<file path="src/rtl/spad_cell_pkg.sv">
package spad_cell_pkg;
  localparam int unsigned WIDTH_BITS = 4;
  typedef logic [WIDTH_BITS-1:0] width_t;
endpackage

</file>
<file path="src/rtl/cell_oneshot.sv">
module cell_oneshot #(
  parameter int unsigned WIDTH_BITS = spad_cell_pkg::WIDTH_BITS
) (
  input  logic                  clk_i,
  input  logic                  rst_ni,
  input  logic                  start_i,
  input  logic [WIDTH_BITS-1:0] width_i,
  output logic                  active_o
);
  logic [WIDTH_BITS-1:0] cnt_q;
  logic                  busy_q;

  // non-retriggerable: start ignored while busy
  always_ff @(posedge clk_i or negedge rst_ni) begin
    if (!rst_ni) begin
      busy_q <= 1'b0;
      cnt_q  <= '0;
    end else if (!busy_q) begin
      if (start_i) begin
        busy_q <= 1'b1;
        cnt_q  <= width_i;
      end
    end else if (cnt_q == '0) begin
      busy_q <= 1'b0;
    end else begin
      cnt_q <= cnt_q - 1'b1;
    end
  end

  assign active_o = busy_q;

  AST_NO_RETRIG: assert property (@(posedge clk_i) disable iff (!rst_ni)
    busy_q && cnt_q != '0 |=> busy_q && cnt_q == $past(cnt_q) - 1'b1);
  AST_START_IDLE: assert property (@(posedge clk_i) disable iff (!rst_ni)
    !busy_q && !start_i |=> !busy_q);
endmodule

</file>
<file path="src/rtl/cell_hit_latch.sv">
module cell_hit_latch (
  input  logic clk_i,
  input  logic rst_ni,
  input  logic src_i,
  input  logic gate_i,
  output logic hit_o,
  output logic xfer_o
);
  logic gate_q;
  logic hit_q;

  assign xfer_o = gate_q & ~gate_i;

  always_ff @(posedge clk_i or negedge rst_ni) begin
    if (!rst_ni) begin
      gate_q <= 1'b0;
      hit_q  <= 1'b0;
    end else begin
      gate_q <= gate_i;
      if (xfer_o)                hit_q <= 1'b0;
      else if (gate_i && src_i)  hit_q <= 1'b1;
    end
  end

  assign hit_o = hit_q;

  AST_XFER_CLEARS: assert property (@(posedge clk_i) disable iff (!rst_ni)
    xfer_o |=> !hit_q);
  AST_CLOSED_NO_SET: assert property (@(posedge clk_i) disable iff (!rst_ni)
    !gate_i && !hit_q |=> !hit_q);
  AST_HOLD: assert property (@(posedge clk_i) disable iff (!rst_ni)
    hit_q && gate_i |=> hit_q);
endmodule

</file>
<file path="src/rtl/cell_shift_stage.sv">
module cell_shift_stage (
  input  logic clk_i,
  input  logic rst_ni,
  input  logic load_i,
  input  logic load_val_i,
  input  logic shift_i,
  input  logic ser_i,
  output logic ser_o
);
  logic sr_q;

  // load has priority over shift
  always_ff @(posedge clk_i or negedge rst_ni) begin
    if (!rst_ni)      sr_q <= 1'b0;
    else if (load_i)  sr_q <= load_val_i;
    else if (shift_i) sr_q <= ser_i;
  end

  assign ser_o = sr_q;

  AST_LOAD_WINS: assert property (@(posedge clk_i) disable iff (!rst_ni)
    load_i |=> sr_q == $past(load_val_i));
  AST_SHIFT_IN: assert property (@(posedge clk_i) disable iff (!rst_ni)
    shift_i && !load_i |=> sr_q == $past(ser_i));
  AST_IDLE_HOLD: assert property (@(posedge clk_i) disable iff (!rst_ni)
    !shift_i && !load_i |=> $stable(sr_q));
endmodule

</file>
<file path="src/rtl/spad_hit_cell.sv">
module spad_hit_cell #(
  parameter int unsigned WIDTH_BITS = spad_cell_pkg::WIDTH_BITS
) (
  input  logic                  clk_i,
  input  logic                  rst_ni,
  input  logic                  hit_i,
  input  logic                  inj_i,
  input  logic                  cfg_en_i,
  input  logic                  cfg_trig_mask_i,
  input  logic [WIDTH_BITS-1:0] cfg_width_i,
  input  logic                  gate_i,
  input  logic                  sr_shift_i,
  input  logic                  sr_in_i,
  output logic                  or_o,
  output logic                  hit_o,
  output logic                  sr_out_o
);
  logic src, src_q, rise, os_active, xfer, hit_q;

  assign src  = cfg_en_i & (hit_i | inj_i);
  assign rise = src & ~src_q;

  always_ff @(posedge clk_i or negedge rst_ni) begin
    if (!rst_ni) src_q <= 1'b0;
    else         src_q <= src;
  end

  cell_oneshot #(.WIDTH_BITS(WIDTH_BITS)) i_oneshot (
    .clk_i    (clk_i),
    .rst_ni   (rst_ni),
    .start_i  (rise & ~cfg_trig_mask_i),
    .width_i  (cfg_width_i),
    .active_o (os_active)
  );

  cell_hit_latch i_hit_latch (
    .clk_i  (clk_i),
    .rst_ni (rst_ni),
    .src_i  (src),
    .gate_i (gate_i),
    .hit_o  (hit_q),
    .xfer_o (xfer)
  );

  cell_shift_stage i_shift (
    .clk_i      (clk_i),
    .rst_ni     (rst_ni),
    .load_i     (xfer),
    .load_val_i (hit_q),
    .shift_i    (sr_shift_i),
    .ser_i      (sr_in_i),
    .ser_o      (sr_out_o)
  );

  // disabled cell is silent on the column line
  assign or_o  = os_active & cfg_en_i;
  assign hit_o = hit_q;

  AST_DIS_NO_CAPTURE: assert property (@(posedge clk_i) disable iff (!rst_ni)
    !cfg_en_i && !hit_o |=> !hit_o);
  AST_MASK_NO_START: assert property (@(posedge clk_i) disable iff (!rst_ni)
    cfg_trig_mask_i && !os_active |=> !os_active);
  AST_SHIFT_KEEPS_HIT: assert property (@(posedge clk_i) disable iff (!rst_ni)
    sr_shift_i && !gate_i && !xfer |=> hit_o == $past(hit_o));
endmodule

</file>
<file path="config.mk">
export PLATFORM = sky130hd
export DESIGN_NAME = spad_hit_cell
export DESIGN_NICKNAME = d
export VERILOG_FILES = /design/src/rtl/spad_cell_pkg.sv /design/src/rtl/cell_oneshot.sv /design/src/rtl/cell_hit_latch.sv /design/src/rtl/cell_shift_stage.sv /design/src/rtl/spad_hit_cell.sv
export SDC_FILE = /design/constraint.sdc
export NUM_CORES = 1
export LEC_CHECK = 0
export BUFFER_PORTS_ARGS = -buffer_cell sky130_fd_sc_hd__buf_2
export CAP_MARGIN = 5
export CORE_AREA = 2 2 39 41
export DETAILED_ROUTE_END_ITERATION = 8
export DIE_AREA = 0 0 41 43
export SKIP_CTS_REPAIR_TIMING = 1
export SLEW_MARGIN = 20
export SYNTH_ARGS = -nofsm -noshare
export SYNTH_HDL_FRONTEND = slang
export SYNTH_HIERARCHICAL = 1
export SYNTH_SLANG_ARGS = --single-unit
</file>
<file path="constraint.sdc">
create_clock -name clk_i -period 1.5 [get_ports clk_i]
set_input_delay 0.15 -clock clk_i [delete_from_list [all_inputs] [get_ports clk_i]]
set_output_delay 0.15 -clock clk_i [all_outputs]
set_load 0.03 [all_outputs]
</file>
; Yosys cells after proc, flatten, opt, wreduce, memory -nomap -nowiden
; Cells that the tools add are included.
[classes]
n_addsub = 1
n_eq_ne = 1
n_mux = 10
n_bitwise = 9
n_reduce_logical = 6
[op_table]
columns = cell, count
row1 = two-way mux 4 bit, 3
row2 = two-way mux 1 bit, 7
row3 = nonzero test 2 bit, 3
row4 = AND 1 bit, 5
row5 = logical NOT 4 bit, 1
row6 = "subtractor 4 x 1 -> 4 bit, second input constant", 1
row7 = inverter 1 bit, 3
row8 = "inequality test 2 bit, second input constant", 1
row9 = AND reduction 2 bit, 1
row10 = logical AND 1 bit, 1
row11 = OR 1 bit, 1
[totals]
regBits = 9
inputBits = 13
out_inout_bits = 3
wordCells = 33

; Depth between registers and ports, before layout
[logic_depth]
depth_word = 6
ltp_mapped = 5
ltp_nobuf = 5

; Hierarchy
; The synthesis kept the hierarchy.
[by_module_without_submodules]
columns = module, instances, cells_per_inst, area_each_um2, seq_area_each_um2
row1 = cell_oneshot, 1, 27, 309.0, 125.1
row2 = cell_hit_latch, 1, 6, 72.6, 50.0
row3 = spad_hit_cell, 1, 4, 51.3, 25.0
row4 = cell_shift_stage, 1, 4, 43.8, 25.0

; Worst setup path before layout
; OpenSTA, ideal clock, no wires.
[synth_path]
path_kind = reg-to-reg
from = register src_q
to = register i_oneshot.cnt_q[0]
setup_ps = 79
arrival_ps = 1050
required_ps = 1421
setup_slack_ps = 370
stages_incl_launch_ff = 5
n_path_buf = 0
period_less_slack_ps = 1130
cell_sequence = dfrtp_1 nor3b_2 nor2_1 a31oi_4 mux2i_1
[synth_between]
elab_chain_len = 5
[synth_lines]
columns = element, line_no
row1 = "start, declared", spad_hit_cell.sv:18  ; logic src, src_q, rise, os_active, xfer, hit_q;
row2 = "start signal, assigned", spad_hit_cell.sv:25  ; else src_q <= src;
row3 = inverter 1 bit, spad_hit_cell.sv:21  ; assign rise = src & ~src_q;
row4 = AND 1 bit, spad_hit_cell.sv:21
row5 = AND 1 bit, spad_hit_cell.sv:31  ; .start_i (rise & ~cfg_trig_mask_i),
row6 = nonzero test 2 bit (no line), n/a
row7 = AND reduction 2 bit (no line), n/a
row8 = "end signal, assigned", cell_oneshot.sv:21  ; cnt_q <= width_i;
row9 = "end signal, assigned", cell_oneshot.sv:26  ; cnt_q <= cnt_q - 1'b1;
row10 = "end, declared", cell_oneshot.sv:10  ; logic [WIDTH_BITS-1:0] cnt_q;
; Every way passes these cells.
; A chain may end at the register's enable or synchronous reset.

; Worst setup path in the final report
[layout_path]
from = register src_q
to = register i_oneshot.cnt_q[1]
; Same word-level chain as after synthesis.

==> flow_metrics.py <==
metrics = {
    "status": {
        "status": "finished clean",
    },
    "worst_setup_path": {
        "cp-startpoint": "src_q$_DFF_PN0_",
        "cpPeakStageDelay_ns": 0.38,
        "path_cells": "nor3b_2, nor2_1, a31oi_4, mux2i_1",
        "cp-end-kind": "flip-flop",
        "cp.arrival_ns": 1.43,
        "worstSetupPathType": "flip-flop to flip-flop",
        "worstReg2RegStart": "src_q$_DFF_PN0_",
        "crit_path_top_delay_cell": "dfrtp_1",
        "r2r_setup_slack_ns": 0.25,
        "path_max_fanout": 5,
        "start_kind": "flip-flop",
        "cp.required_ns": 1.68,
    },
    "global_routing": {
        "grt_pass1_wl_mm": 1.46,
        "antenna_found_initial": 0,
        "grt_overflow": 0,
        "grt_usage_pct": 12.8,
        "grt_max_degree": 10,
        "first_global_vias": 341,
    },
    "hold_path": {
        "min-delay-start": "gate_i",
        "hold_path_class": "input port to flip-flop",
    },
    "floorplanning": {
        "dieArea_um2": 1760,
        "die_w_um": 41,
        "coreArea_um2": 1380,
        "std_cell_rows": 14,
        "ios": 16,
        "start_util_pct": 34.4,
        "fp.dieH_um": 43,
    },
    "pwr": {
        "peakVddDrop_mv": 0.703,
        "power_density_nw_per_um2": 1760,
        "power_leakage_nw": 0.305,
    },
    "sta": {
        "rsz0062_at_grt": "no",
        "setup-tns-final_ns": 0,
        "drv_slew": 0,
        "max_freq_mhz": 798,
        "slew_headroom_pct": 82.6,
        "tightest_slew_ns": 0.260,
        "finalSetupViolCount": 0,
        "min_period_over_period_pct": 83.5,
        "fin_crit_ns": 1.25,
        "finClkSkew_ns": 0.00351,
        "finalHoldViolCount": 0,
    },
    "detailed_routing": {
        "wirelength_um": 844,
        "drt_iter0_drc": 6,
        "vias_per_cell": 4.66,
        "num_vias": 359,
        "drtPass1Iterations": 4,
        "wl_per_cell_um": 11.0,
        "drc_errors": 0,
        "ant_nets": 0,
    },
    "cells_and_area": {
        "area_delta_synth_final_pct": 27.6,
        "num-fill-cells": 138,
        "drive_gt1_share_pct": 37.7,
        "post_layout_nonfiller_instances": 77,
        "antenna_cells": 0,
        "multi_input_area_um2": 233,
        "fin_area_um2": 608,
        "ff_latch_area_um2": 225,
        "finalNetCount": 77,
    },
    "placement": {
        "gp_congestion": 0.724,
        "place_area_um2": 572,
        "dp_cells": 72,
        "dpl.hpwl_um": 669,
        "portBuffers": 15,
    },
    "logic_synthesis": {
        "ys_warn_count": 6,
        "synth-seq-area-share_pct": 47.2,
        "synth_seq_cells": 9,
        "netlist_area_um2": 477,
        "synth_cell_type_count": 21,
        "syn_nets": 56,
        "syn_avg_cell_area_um2": 11.6,
        "syn_inst": 41,
    },
    "cts": {
        "cts_buffers": 3,
        "cts_max_path_buffers": 2,
        "clock_latency_ns": 0.26,
        "cts_root_buf": "clkbuf_4",
        "cts_sinks": 9,
        "cts_tree": "yes",
        "clk_pin_slew_worst_paths_ns": 0.07,
        "htree_levels": 1,
    },
    "job": {
        "maxCapViolations": 0,
    },
}
cell usage in the layout (no fill, tap or decap), types with 2 or more instances in the layout:
cell type / synthesis / final
mux2i_1: 5 / 5
a22o_1: 2 / 2
dfrtp_1: 9 / 9
nor2_1: 2 / 2
ha_1: 2 / 2
inv_1: 4 / 4
clkbuf_4: 0 / 3
o21ai_1: 3 / 3
buf_2: 0 / 15
where the power goes:
group	internal, mW	leakage, nW	switching (mW)
Sequential	0.319	0.108	0.0636
Combinational	0.240	0.182	0.256
Clock	0.103	0.0150	0.0887
Total	0.662	0.305	0.408
worst paths after layout:
| kind | to | depth (start not counted) |
|---|---|---|
| min | i_hit_latch/gate_q$_DFF_PN0_ | 1 |
| max in group asynchronous | i_hit_latch/gate_q$_DFF_PN0_ | 2 |
| min reg2reg | i_hit_latch/hit_o$_DFFE_PN0P_ | 1 |
| max | i_oneshot/cnt_q[1]$_DFFE_PN0P_ | 4 |
| max reg2reg | i_oneshot/cnt_q[1]$_DFFE_PN0P_ | 4 |
| min in group asynchronous | i_oneshot/cnt_q[1]$_DFFE_PN0P_ | 2 |
state kept, by name (all words and copies together), names as in the netlist:
register / count
i_shift/ser_o: 1
i_hit_latch/hit_o: 1
i_oneshot/active_o: 1
i_hit_latch/gate_q: 1
i_oneshot/cnt_q: 4
src_q: 1
cells by family after synthesis:
| logic type | count (synthesis) | share of synthesized area (%) |
|---|---|---|
| flip-flops | 9 | 47.2 |
| AO/OA/AOI/OAI | 10 | 17.3 |
| AND/OR/NAND/NOR | 9 | 13.9 |
| XOR/XNOR | 1 | 1.84 |
| buffers and inverters | 5 | 3.94 |
| adder cells (fa/ha/maj) | 2 | 5.25 |
| multiplexers | 5 | 10.5 |
synthesized netlist by cell type:
library cell	n	share of area (%)
o21bai_1	1	1.6
and2b_2	1	1.8
mux2i_1	5	10
and2_1	1	1.3
xnor2_1	1	1.8
inv_1	4	3.1
ha_1	2	5.2
o21ai_1	3	3.1
dfrtp_1	9	47
a31oi_4	1	4.5
nor3b_2	1	2.6
a31o_1	1	1.8
nand2_1	1	0.79
a21oi_1	1	1.0
nor2b_2	1	1.8
clkinv_1	1	0.79
nor3_1	1	1.0
nor2b_4	1	2.9
a22o_1	2	3.7
o21a_1	1	1.6
nor2_1	2	1.6
routing by layer:
layer  part of all wire [%]  GRT usage, %
met3                    5.2          3.14
met4                      0          10.0
met1                     48          16.3
met5                      0             0
met2                     47          17.5
critical path, delay by kind of cell, from the launching register on:
family          cells  cell delay, ns
compound gates      1            0.23
simple gates        2            0.34
flops               1            0.38
mux                 1            0.23
stage by stage:
stage / utilization, % / hold slack, ns / total power [mW] / setup slack [ns]
after CTS: 43.2 / -0.271 / 1.08 / 0.219
after detailed placement: 41.3 / 0.0127 / 0.889 / 0.217
after global routing: 43.9 / 0.0205 / 1.16 / 0.0781
after floorplan: - / -0.146 / 0.782 / 0.370
final: 43.9 / 0.0272 / 1.07 / 0.247
after global placement: 41.3 / 0.0121 / 0.880 / 0.276
area by class of cell:
cell class	instances	share of cell area, %
clock buffers	4	4.32
inverters	5	3.09
multi-input cells	27	38.3
flip-flops and latches	9	37.0
well taps	16	3.29
repair buffers	16	14.0
Power figures use the tool's default switching activity.
